## src/rtl/csbg_pkg.sv

```systemverilog
`timescale 1ns/1ps
package csbg_pkg;

   // Active-high sync windows produced by the two counters
   typedef struct packed {
      logic hs;
      logic vs;
   } sync_terms_t;

   // Bits needed to hold values 0..max_val
   function automatic int cnt_bits(input int max_val);
      int b;
      b = 1;
      while ((1 << b) <= max_val) b++;
      return b;
   endfunction

endpackage

```

## src/rtl/csbg_hwin.sv

```systemverilog
`timescale 1ns/1ps
// Horizontal window: counts characters inside raw hsync, opens the
// horizontal sync term and times the mode-change strobe.
module csbg_hwin #(
   parameter int HS_START = 2,
   parameter int HS_STOP  = 6
) (
   input  logic clk,
   input  logic rst_n,
   input  logic tick,
   input  logic hs_raw,
   input  logic mode_req,
   output logic hs_seen,
   output logic hs_term,
   output logic hs_end,
   output logic mode_apply
);
   localparam int HW = csbg_pkg::cnt_bits(HS_STOP + 1);
   localparam logic [HW-1:0] H_ON   = HW'(HS_START);
   localparam logic [HW-1:0] H_OFF  = HW'(HS_STOP);
   localparam logic [HW-1:0] H_MAX  = {HW{1'b1}};
   localparam logic [HW-1:0] H_ONE  = HW'(1);

   logic [HW-1:0] hcnt;
   logic [HW-1:0] hcnt_nxt;
   logic          hs_q;

   // First character of a fresh pulse counts as 1; saturate on long pulses
   always_comb begin
      if (!hs_q)
         hcnt_nxt = H_ONE;
      else if (hcnt == H_MAX)
         hcnt_nxt = hcnt;
      else
         hcnt_nxt = hcnt + H_ONE;
   end

   always_ff @(posedge clk) begin
      if (!rst_n) begin
         hcnt       <= '0;
         hs_q       <= 1'b0;
         mode_apply <= 1'b0;
      end else begin
         mode_apply <= 1'b0;
         if (tick) begin
            hs_q <= hs_raw;
            if (hs_raw) begin
               hcnt <= hcnt_nxt;
               if (hcnt_nxt == H_ON)
                  mode_apply <= mode_req;
            end else begin
               hcnt <= '0;
            end
         end
      end
   end

   assign hs_seen = hs_q;
   assign hs_term = (hcnt >= H_ON) && (hcnt < H_OFF);
   assign hs_end  = tick && hs_q && !hs_raw;

endmodule

```

## src/rtl/csbg_vwin.sv

```systemverilog
`timescale 1ns/1ps
// Vertical window: counts hsync ends from the vsync rise, holds the
// blanking run and opens the vertical sync term.
module csbg_vwin #(
   parameter int VS_START    = 2,
   parameter int VS_STOP     = 6,
   parameter int BLANK_LINES = 26,
   parameter bit GATE_RAW    = 1'b0
) (
   input  logic clk,
   input  logic rst_n,
   input  logic tick,
   input  logic vs_raw,
   input  logic hs_end,
   output logic vs_term,
   output logic vblank
);
   localparam int VW = csbg_pkg::cnt_bits(BLANK_LINES);
   localparam logic [VW-1:0] V_ON   = VW'(VS_START);
   localparam logic [VW-1:0] V_OFF  = VW'(VS_STOP);
   localparam logic [VW-1:0] V_LAST = VW'(BLANK_LINES);
   localparam logic [VW-1:0] V_ONE  = VW'(1);

   logic [VW-1:0] vcnt;
   logic [VW-1:0] vcnt_nxt;
   logic          vs_q;
   logic          in_win;

   assign vcnt_nxt = vcnt + V_ONE;

   always_ff @(posedge clk) begin
      if (!rst_n) begin
         vcnt   <= '0;
         vs_q   <= 1'b0;
         vblank <= 1'b0;
      end else if (tick) begin
         vs_q <= vs_raw;
         if (vs_raw && !vs_q) begin
            vcnt   <= '0;
            vblank <= 1'b1;
         end else if (vblank && hs_end) begin
            vcnt <= vcnt_nxt;
            if (vcnt_nxt == V_LAST)
               vblank <= 1'b0;
         end
      end
   end

   assign in_win = vblank && (vcnt >= V_ON) && (vcnt < V_OFF);

   generate
      if (GATE_RAW) begin : g_gated
         assign vs_term = in_win && vs_q;
      end else begin : g_free
         assign vs_term = in_win;
      end
   endgenerate

endmodule

```

## src/rtl/csbg_merge.sv

```systemverilog
`timescale 1ns/1ps
// Output stage: composite sync by XNOR and the force-black combine.
module csbg_merge (
   input  csbg_pkg::sync_terms_t terms,
   input  logic hs_seen,
   input  logic vblank,
   output logic csync_n,
   output logic force_black
);
   assign csync_n     = terms.hs ~^ terms.vs;
   assign force_black = hs_seen | vblank;
endmodule

```

## src/rtl/csync_blank_gen.sv

```systemverilog
`timescale 1ns/1ps
module csync_blank_gen #(
   parameter int HS_START    = 2,
   parameter int HS_STOP     = 6,
   parameter int VS_START    = 2,
   parameter int VS_STOP     = 6,
   parameter int BLANK_LINES = 26,
   parameter bit VS_GATE_RAW = 1'b0
) (
   input  logic clk,
   input  logic rst_n,
   input  logic char_en,
   input  logic hsync_in,
   input  logic vsync_in,
   input  logic mode_req,
   output logic csync_n,
   output logic force_black,
   output logic mode_apply
);
   // Elaboration-time parameter checks
   generate
      if (HS_START < 1 || HS_STOP <= HS_START) begin : g_bad_h
         $error("csync_blank_gen: horizontal window must satisfy 1 <= start < stop");
      end
      if (VS_START < 0 || VS_STOP <= VS_START) begin : g_bad_v
         $error("csync_blank_gen: vertical window must satisfy 0 <= start < stop");
      end
      if (BLANK_LINES < VS_STOP) begin : g_bad_b
         $error("csync_blank_gen: blanking run shorter than the vertical window");
      end
   endgenerate

   logic hs_term;
   logic vs_term;
   logic hs_seen;
   logic hs_end;
   logic vblank;
   csbg_pkg::sync_terms_t terms;

   csbg_hwin #(
      .HS_START (HS_START),
      .HS_STOP  (HS_STOP)
   ) u_hwin (
      .clk        (clk),
      .rst_n      (rst_n),
      .tick       (char_en),
      .hs_raw     (hsync_in),
      .mode_req   (mode_req),
      .hs_seen    (hs_seen),
      .hs_term    (hs_term),
      .hs_end     (hs_end),
      .mode_apply (mode_apply)
   );

   csbg_vwin #(
      .VS_START    (VS_START),
      .VS_STOP     (VS_STOP),
      .BLANK_LINES (BLANK_LINES),
      .GATE_RAW    (VS_GATE_RAW)
   ) u_vwin (
      .clk     (clk),
      .rst_n   (rst_n),
      .tick    (char_en),
      .vs_raw  (vsync_in),
      .hs_end  (hs_end),
      .vs_term (vs_term),
      .vblank  (vblank)
   );

   assign terms.hs = hs_term;
   assign terms.vs = vs_term;

   csbg_merge u_merge (
      .terms       (terms),
      .hs_seen     (hs_seen),
      .vblank      (vblank),
      .csync_n     (csync_n),
      .force_black (force_black)
   );

endmodule

```

## config.mk

```make
export PLATFORM = sky130hd
export DESIGN_NAME = csync_blank_gen
export DESIGN_NICKNAME = d
export VERILOG_FILES = /design/src/rtl/csbg_pkg.sv /design/src/rtl/csbg_hwin.sv /design/src/rtl/csbg_vwin.sv /design/src/rtl/csbg_merge.sv /design/src/rtl/csync_blank_gen.sv
export SDC_FILE = /design/constraint.sdc
export NUM_CORES = 1
export LEC_CHECK = 0
export BUFFER_PORTS_ARGS = -buffer_cell sky130_fd_sc_hd__buf_2
export CAP_MARGIN = 15
export CORE_ASPECT_RATIO = 1.25
export CORE_UTILIZATION = 25
export DETAILED_ROUTE_END_ITERATION = 10
export PLACE_DENSITY = 0.51
export SLEW_MARGIN = 10
export SYNTH_ARGS = -nofsm -noshare
export SYNTH_HDL_FRONTEND = slang
export SYNTH_SLANG_ARGS = --single-unit
export TNS_END_PERCENT = 10
```

## constraint.sdc

```tcl
create_clock -name clk -period 1.3 [get_ports clk]
set_clock_uncertainty 0.1 [all_clocks]
set_input_delay 0.13 -clock clk [delete_from_list [all_inputs] [get_ports clk]]
set_output_delay 0.13 -clock clk [all_outputs]
set_load 0.05 [all_outputs]
```

== Word level (Yosys, flattened, before mapping) ==
Index checks and enable logic that the tools add are counted.

* Add/subtract/negate cells: 2
* Order comparisons: 4
* Eq/ne operators: 3
* Mux-type cells: 8
* Bitwise operators: 2
* Reduce and logical (&&, ||, !) cells: 14

{| class="wikitable"
|+ Operators by type and width
! operator !! count
|-
| 5-bit 2-to-1 mux || 2
|-
| 3-bit 2-to-1 mux || 3
|-
| 1-bit logical AND || 7
|-
| 5-bit by 1-bit adder with 5-bit output, second input constant || 1
|-
| 5-bit == test, second input constant || 1
|-
| 5-bit by 2-bit greater-or-equal comparator with 1-bit output, second input constant || 1
|-
| 5-bit by 3-bit less-than comparator with 1-bit output, second input constant || 1
|-
| 4-bit AND reduction || 1
|-
| 2-bit nonzero test || 2
|-
| 3-bit by 1-bit adder with 3-bit output, second input constant || 1
|-
| 3-bit by 2-bit == test with 1-bit output, second input constant || 1
|-
| 3-bit == test, second input constant || 1
|-
| 3-bit by 2-bit greater-or-equal comparator with 1-bit output, second input constant || 1
|-
| 3-bit less-than comparator, second input constant || 1
|-
| 1-bit 2-to-1 mux || 3
|-
| 3-bit AND reduction || 1
|-
| 1-bit logical NOT || 2
|-
| 2-bit AND reduction || 1
|-
| 1-bit bitwise OR || 1
|-
| 1-bit bitwise XNOR || 1
|}

* Bits in registers: 12
* Input port bits: 6
* Output and inout port bits: 3
* Word-level logic and storage cells: 39

== Logic depth before layout (Yosys ltp) ==
* Depth in word-level cells: 5
* Gate-level depth with buffers: 5
* Gate-level depth less buffers: 5

== Modules after synthesis ==
From an unflattened synthesis, not the netlist that was laid out.

* Cell total of the unflattened synthesis: 89
* Area, all modules: 775.7 um^2

{| class="wikitable"
|+ Modules (own cells, without submodules)
! module !! times used !! cells an instance !! area an instance (um^2)
|-
| csbg_vwin || 1 || 57 || 488.0
|-
| csbg_hwin || 1 || 30 || 272.8
|-
| csbg_merge || 1 || 2 || 15.0
|}

== Least setup slack after synthesis ==
Ideal clock, no wire load.

* Path type: register to output
* From: reg u_vwin.vcnt[2]
* To: out csync_n
* Arrival: 1.531 ns
* Data required time: 1.070 ns
* Setup slack: -0.461 ns
* Cell stages (with the launch flop): 5
* Path through: dfxtp_1 buf_2 xor2_1 nand3_1 xnor2_1

* Longest elaborated chain between the ends: 4
* Elaborated cells on any way between the ends: 5

{| class="wikitable"
|+ Ends and longest elaborated chain
! what !! line !! text
|-
| start: declaration || csbg_vwin.sv:24 || <nowiki>logic [VW-1:0] vcnt;</nowiki>
|-
| start signal: assignment || csbg_vwin.sv:42 || <nowiki>vcnt <= vcnt_nxt;</nowiki>
|-
| 5-bit by 2-bit greater-or-equal comparator with 1-bit output || csbg_vwin.sv:49 || <nowiki>assign in_win = vblank && (vcnt >= V_ON) && (vcnt < V_OFF);</nowiki>
|-
| 1-bit logical AND || csbg_vwin.sv:49 ||
|-
| 1-bit logical AND (*) || csbg_vwin.sv:49 ||
|-
| 1-bit bitwise XNOR (*) || csbg_merge.sv:10 || <nowiki>assign csync_n = terms.hs ~^ terms.vs;</nowiki>
|-
| end: declaration || csync_blank_gen.sv:16 || <nowiki>output logic csync_n,</nowiki>
|}

Every way passes the cells marked *; elsewhere a longest branch is shown, timed or not.

== Final worst setup path ==
Ends and elaborated chain as after synthesis.

==> impl_metrics.yaml <==
layout:
  drive_gt1_frac: 0.4545
  antenna-diode-count: 0
  area_delta_synth_final_pct: 40.47
  most-common-layout-cells: "10 x buf_4, 8 x nor2_1, 8 x nand2_1"
  layout_commonest_cell: "buf_4"
  fin_nets: 109
  layoutNonFillerInstCount: 132
synth:
  synth_area_um2: 689.4
  postSynthNetCount: 88
  yosysUniqueCellTypes: 35
  synth_flop_cell: "dfxtp_1"
  synthesis.yosys.warnings: 0
  synth_sequential_area_ratio: 0.3485
  ys_async_sr_fraction: 0
  cell_type_contributing_the_most_total_cell_area_after_synthesis: "dfxtp_1"
  synth_enable_flop_cells: 0
  share_of_yosys_cell_area_claimed_by_the_top_area_cell_type: 0.3485
  netlist_top_cells_area: "dfxtp_1 35%, ha_1 5.4%, nand2_1 4.9%, nor2_1 4.4%, nand4b_1 3.8%"
  postSynthAreaPerCell_um2: 8.727
  ys_ff_latch: 12
  syn-instance-count: 79
timing:
  slew_headroom: 0.8152
  timing.final.crit_share: 1.123
  fmax_mhz: 685.1
  rsz_0062_raised_after_global_routing: "yes"
  fin_setup_tns_ns: -0.5395
  drv_slew: 0
  setup-violations-final: 5
  timing_worst_slew_pin_value_ns: 0.2769
  report.final.hold_viol_count: 0
  finalCriticalPeriod_ns: 1.460
  finalWorstSetupSlack_ns: -0.1596
critical_path:
  cp_slowest_cell: "dfxtp_2"
  timing.critical_path.to_type: "output port"
  worst_ep_arrival_time_ns: 1.23
  cp.required_ns: 1.07
  cp_slowest_stage_delay_ns: 0.37
  list_of_cells_traversed_by_the_critical_path: "xor2_2, nand3_2, xnor2_4, buf_6"
  critical_path.max_fanout: 2
  crit_path_start_kind: "flop"
  rr_worst_depth: 6
  timing_worst_setup_path_type: "flop to output port"
die:
  io_pins: 9
  die-width_um: 48.97
  fp.dieH_um: 60.71
  coreArea_um2: 2527
  fp-row-count: 20
  start_util: 0.2728
  die_area_um2: 2973
detailed_routing:
  totalWireLength_um: 1533
  num_vias: 647
  drtPass1Iterations: 4
  detail_route.iter0.violations: 7
  routed_wire_length_per_instance_um: 11.61
  post-route-drc-count: 0
  routed_via_density: 4.902
  ant_nets: 0
hold_path:
  hold_depth: 3
  min-delay-path-class: "input pin to flop"
status:
  status: "finished with violations"
  failing_checks: "negative setup slack"
grt:
  globalRouteOverflowTotal: 0
  grt_pass1_wl_um: 2746
  first_global_vias: 647
  grt_util_all_layers: 0.1216
  maximum_number_of_pins_on_one_net_before_global_route_repair: 9
  grt_antenna_before_repair: 0
clocking:
  number_of_buffers_inserted_during_clock_tree_synthesis: 3
  clock_path_buffers: 2
  clock_sinks: 12
  cts_hold_repair.buffers: 0
  number_of_levels_in_the_clock_h_tree: 1
  cts_root_buffer: "clkbuf_4"
  cts.reportedPaths.clkPinSlew_ns: 0.08
  cts_tree: "built"
  clock_insertion_delay_worst_skew_ns: 0.27
flow_run:
  cap_viol_max_count: 0
pwr:
  ir_drop_mv: 0.5641
  leakage_power_figure_nw: 0.3898
  cellPowerDensity_nw_per_um2: 797.9
place:
  port-buffer-count: 8
  cell_count_post_placement: 127
  hpwlAfterDp_um: 1150
  globalplace.congestion: 0.7383
==> critical path, delay by kind of cell (launching register included) <==
family | cells | cell delay [ns]
buffers and inverters | 1 | 0.17
xor gates and xnor gates | 2 | 0.29
and+or+nand+nor | 1 | 0.13
DFF | 1 | 0.37
==> cell families after synthesis <==
group                      synth area share
and+or+nand+nor                      0.3031
AOI/OAI and AO/OA                    0.1688
DFF                                  0.3485
xor gates and xnor gates            0.05083
buffers and inverters               0.02904
muxes                               0.04537
adders and majority gates           0.05445
==> synth_stat cells, types with 2 or more instances <==
cell	instances
nand2_1	9
dfxtp_1	12
mux2i_1	2
ha_1	3
nor2_1	8
inv_1	2
a32oi_1	2
o21ai_0	2
nand4b_1	3
nand2b_1	3
xnor2_1	3
nand3_1	5
o221a_2	2
a21oi_1	2
==> registers in the layout (all words and copies together) (netlist names) <==
register           cells
u_vwin.vblank          1
u_hwin.hcnt            3
u_hwin.mode_apply      1
u_hwin.hs_seen         1
u_vwin.vcnt            5
u_vwin.vs_q            1
==> path summary, 6_finish.rpt <==
check                               from                            to  slack [ns]
max reg2reg  u_vwin.vcnt[1]$_SDFFE_PN0P_    u_vwin.vblank$_SDFFE_PN0P_       -0.16
max          u_vwin.vcnt[2]$_SDFFE_PN0P_                       csync_n       -0.16
min reg2reg     u_vwin.vs_q$_SDFFE_PN0P_      u_vwin.vs_q$_SDFFE_PN0P_        0.41
min                             mode_req  u_hwin.mode_apply$_SDFF_PN0_        0.02
==> stage by stage <==
stage          utilization  hold slack [ns]  cell area [um^2]  setup slack (ns)  power [mW]
6_report            0.3832          0.01993             968.4           -0.1596      0.7728
2_1_floorplan            -           0.1475             732.0         -0.008930      0.4442
4_1_cts             0.3752         0.007054             948.4           -0.1924      0.7848
5_1_grt             0.3832          0.01287             968.4           -0.2453      0.8122
3_3_place_gp        0.3411           0.3031             862.1          -0.07699      0.4737
3_5_place_dp        0.3411           0.3118             862.1          -0.09069      0.4749
==> area by class of cell <==
| cell class | count | area (um^2) |
|---|---|---|
| Sequential cell | 12 | 250.2 |
| Clock buffer | 4 | 36.28 |
| Multi-Input combinational cell | 63 | 505.5 |
| Tap cell | 33 | 41.29 |
| Inverter | 2 | 7.507 |
| Timing Repair Buffer | 18 | 127.6 |
| Fill cell | 258 | 1559 |
==> per-layer routing <==
layer | global-route usage | vias up | part of all wire
li1 | - | 328 | -
met1 | 0.1322 | 310 | 0.42
met2 | 0.2321 | 9 | 0.55
met3 | 0.04010 | 0 | 0.031
met4 | 0.02521 | 0 | 0
met5 | 0 | - | 0
==> report_power, final <==
part	leakage [nW]	switching, mW	internal (mW)	total [mW]
Clock	0.0210	0.129	0.170	0.299
Sequential	0.101	0.00765	0.374	0.382
Combinational	0.268	0.0532	0.0384	0.0916
Total	0.390	0.190	0.583	0.773
==> what timing repair did <==
action | 4_1_cts | 5_1_grt
pin swaps | 5 | 1
setup buffers | 1 | 0
setup endpoints to repair | 5 | 10
resized for setup | 12 | 8
Power figures use the tool's default switching activity.
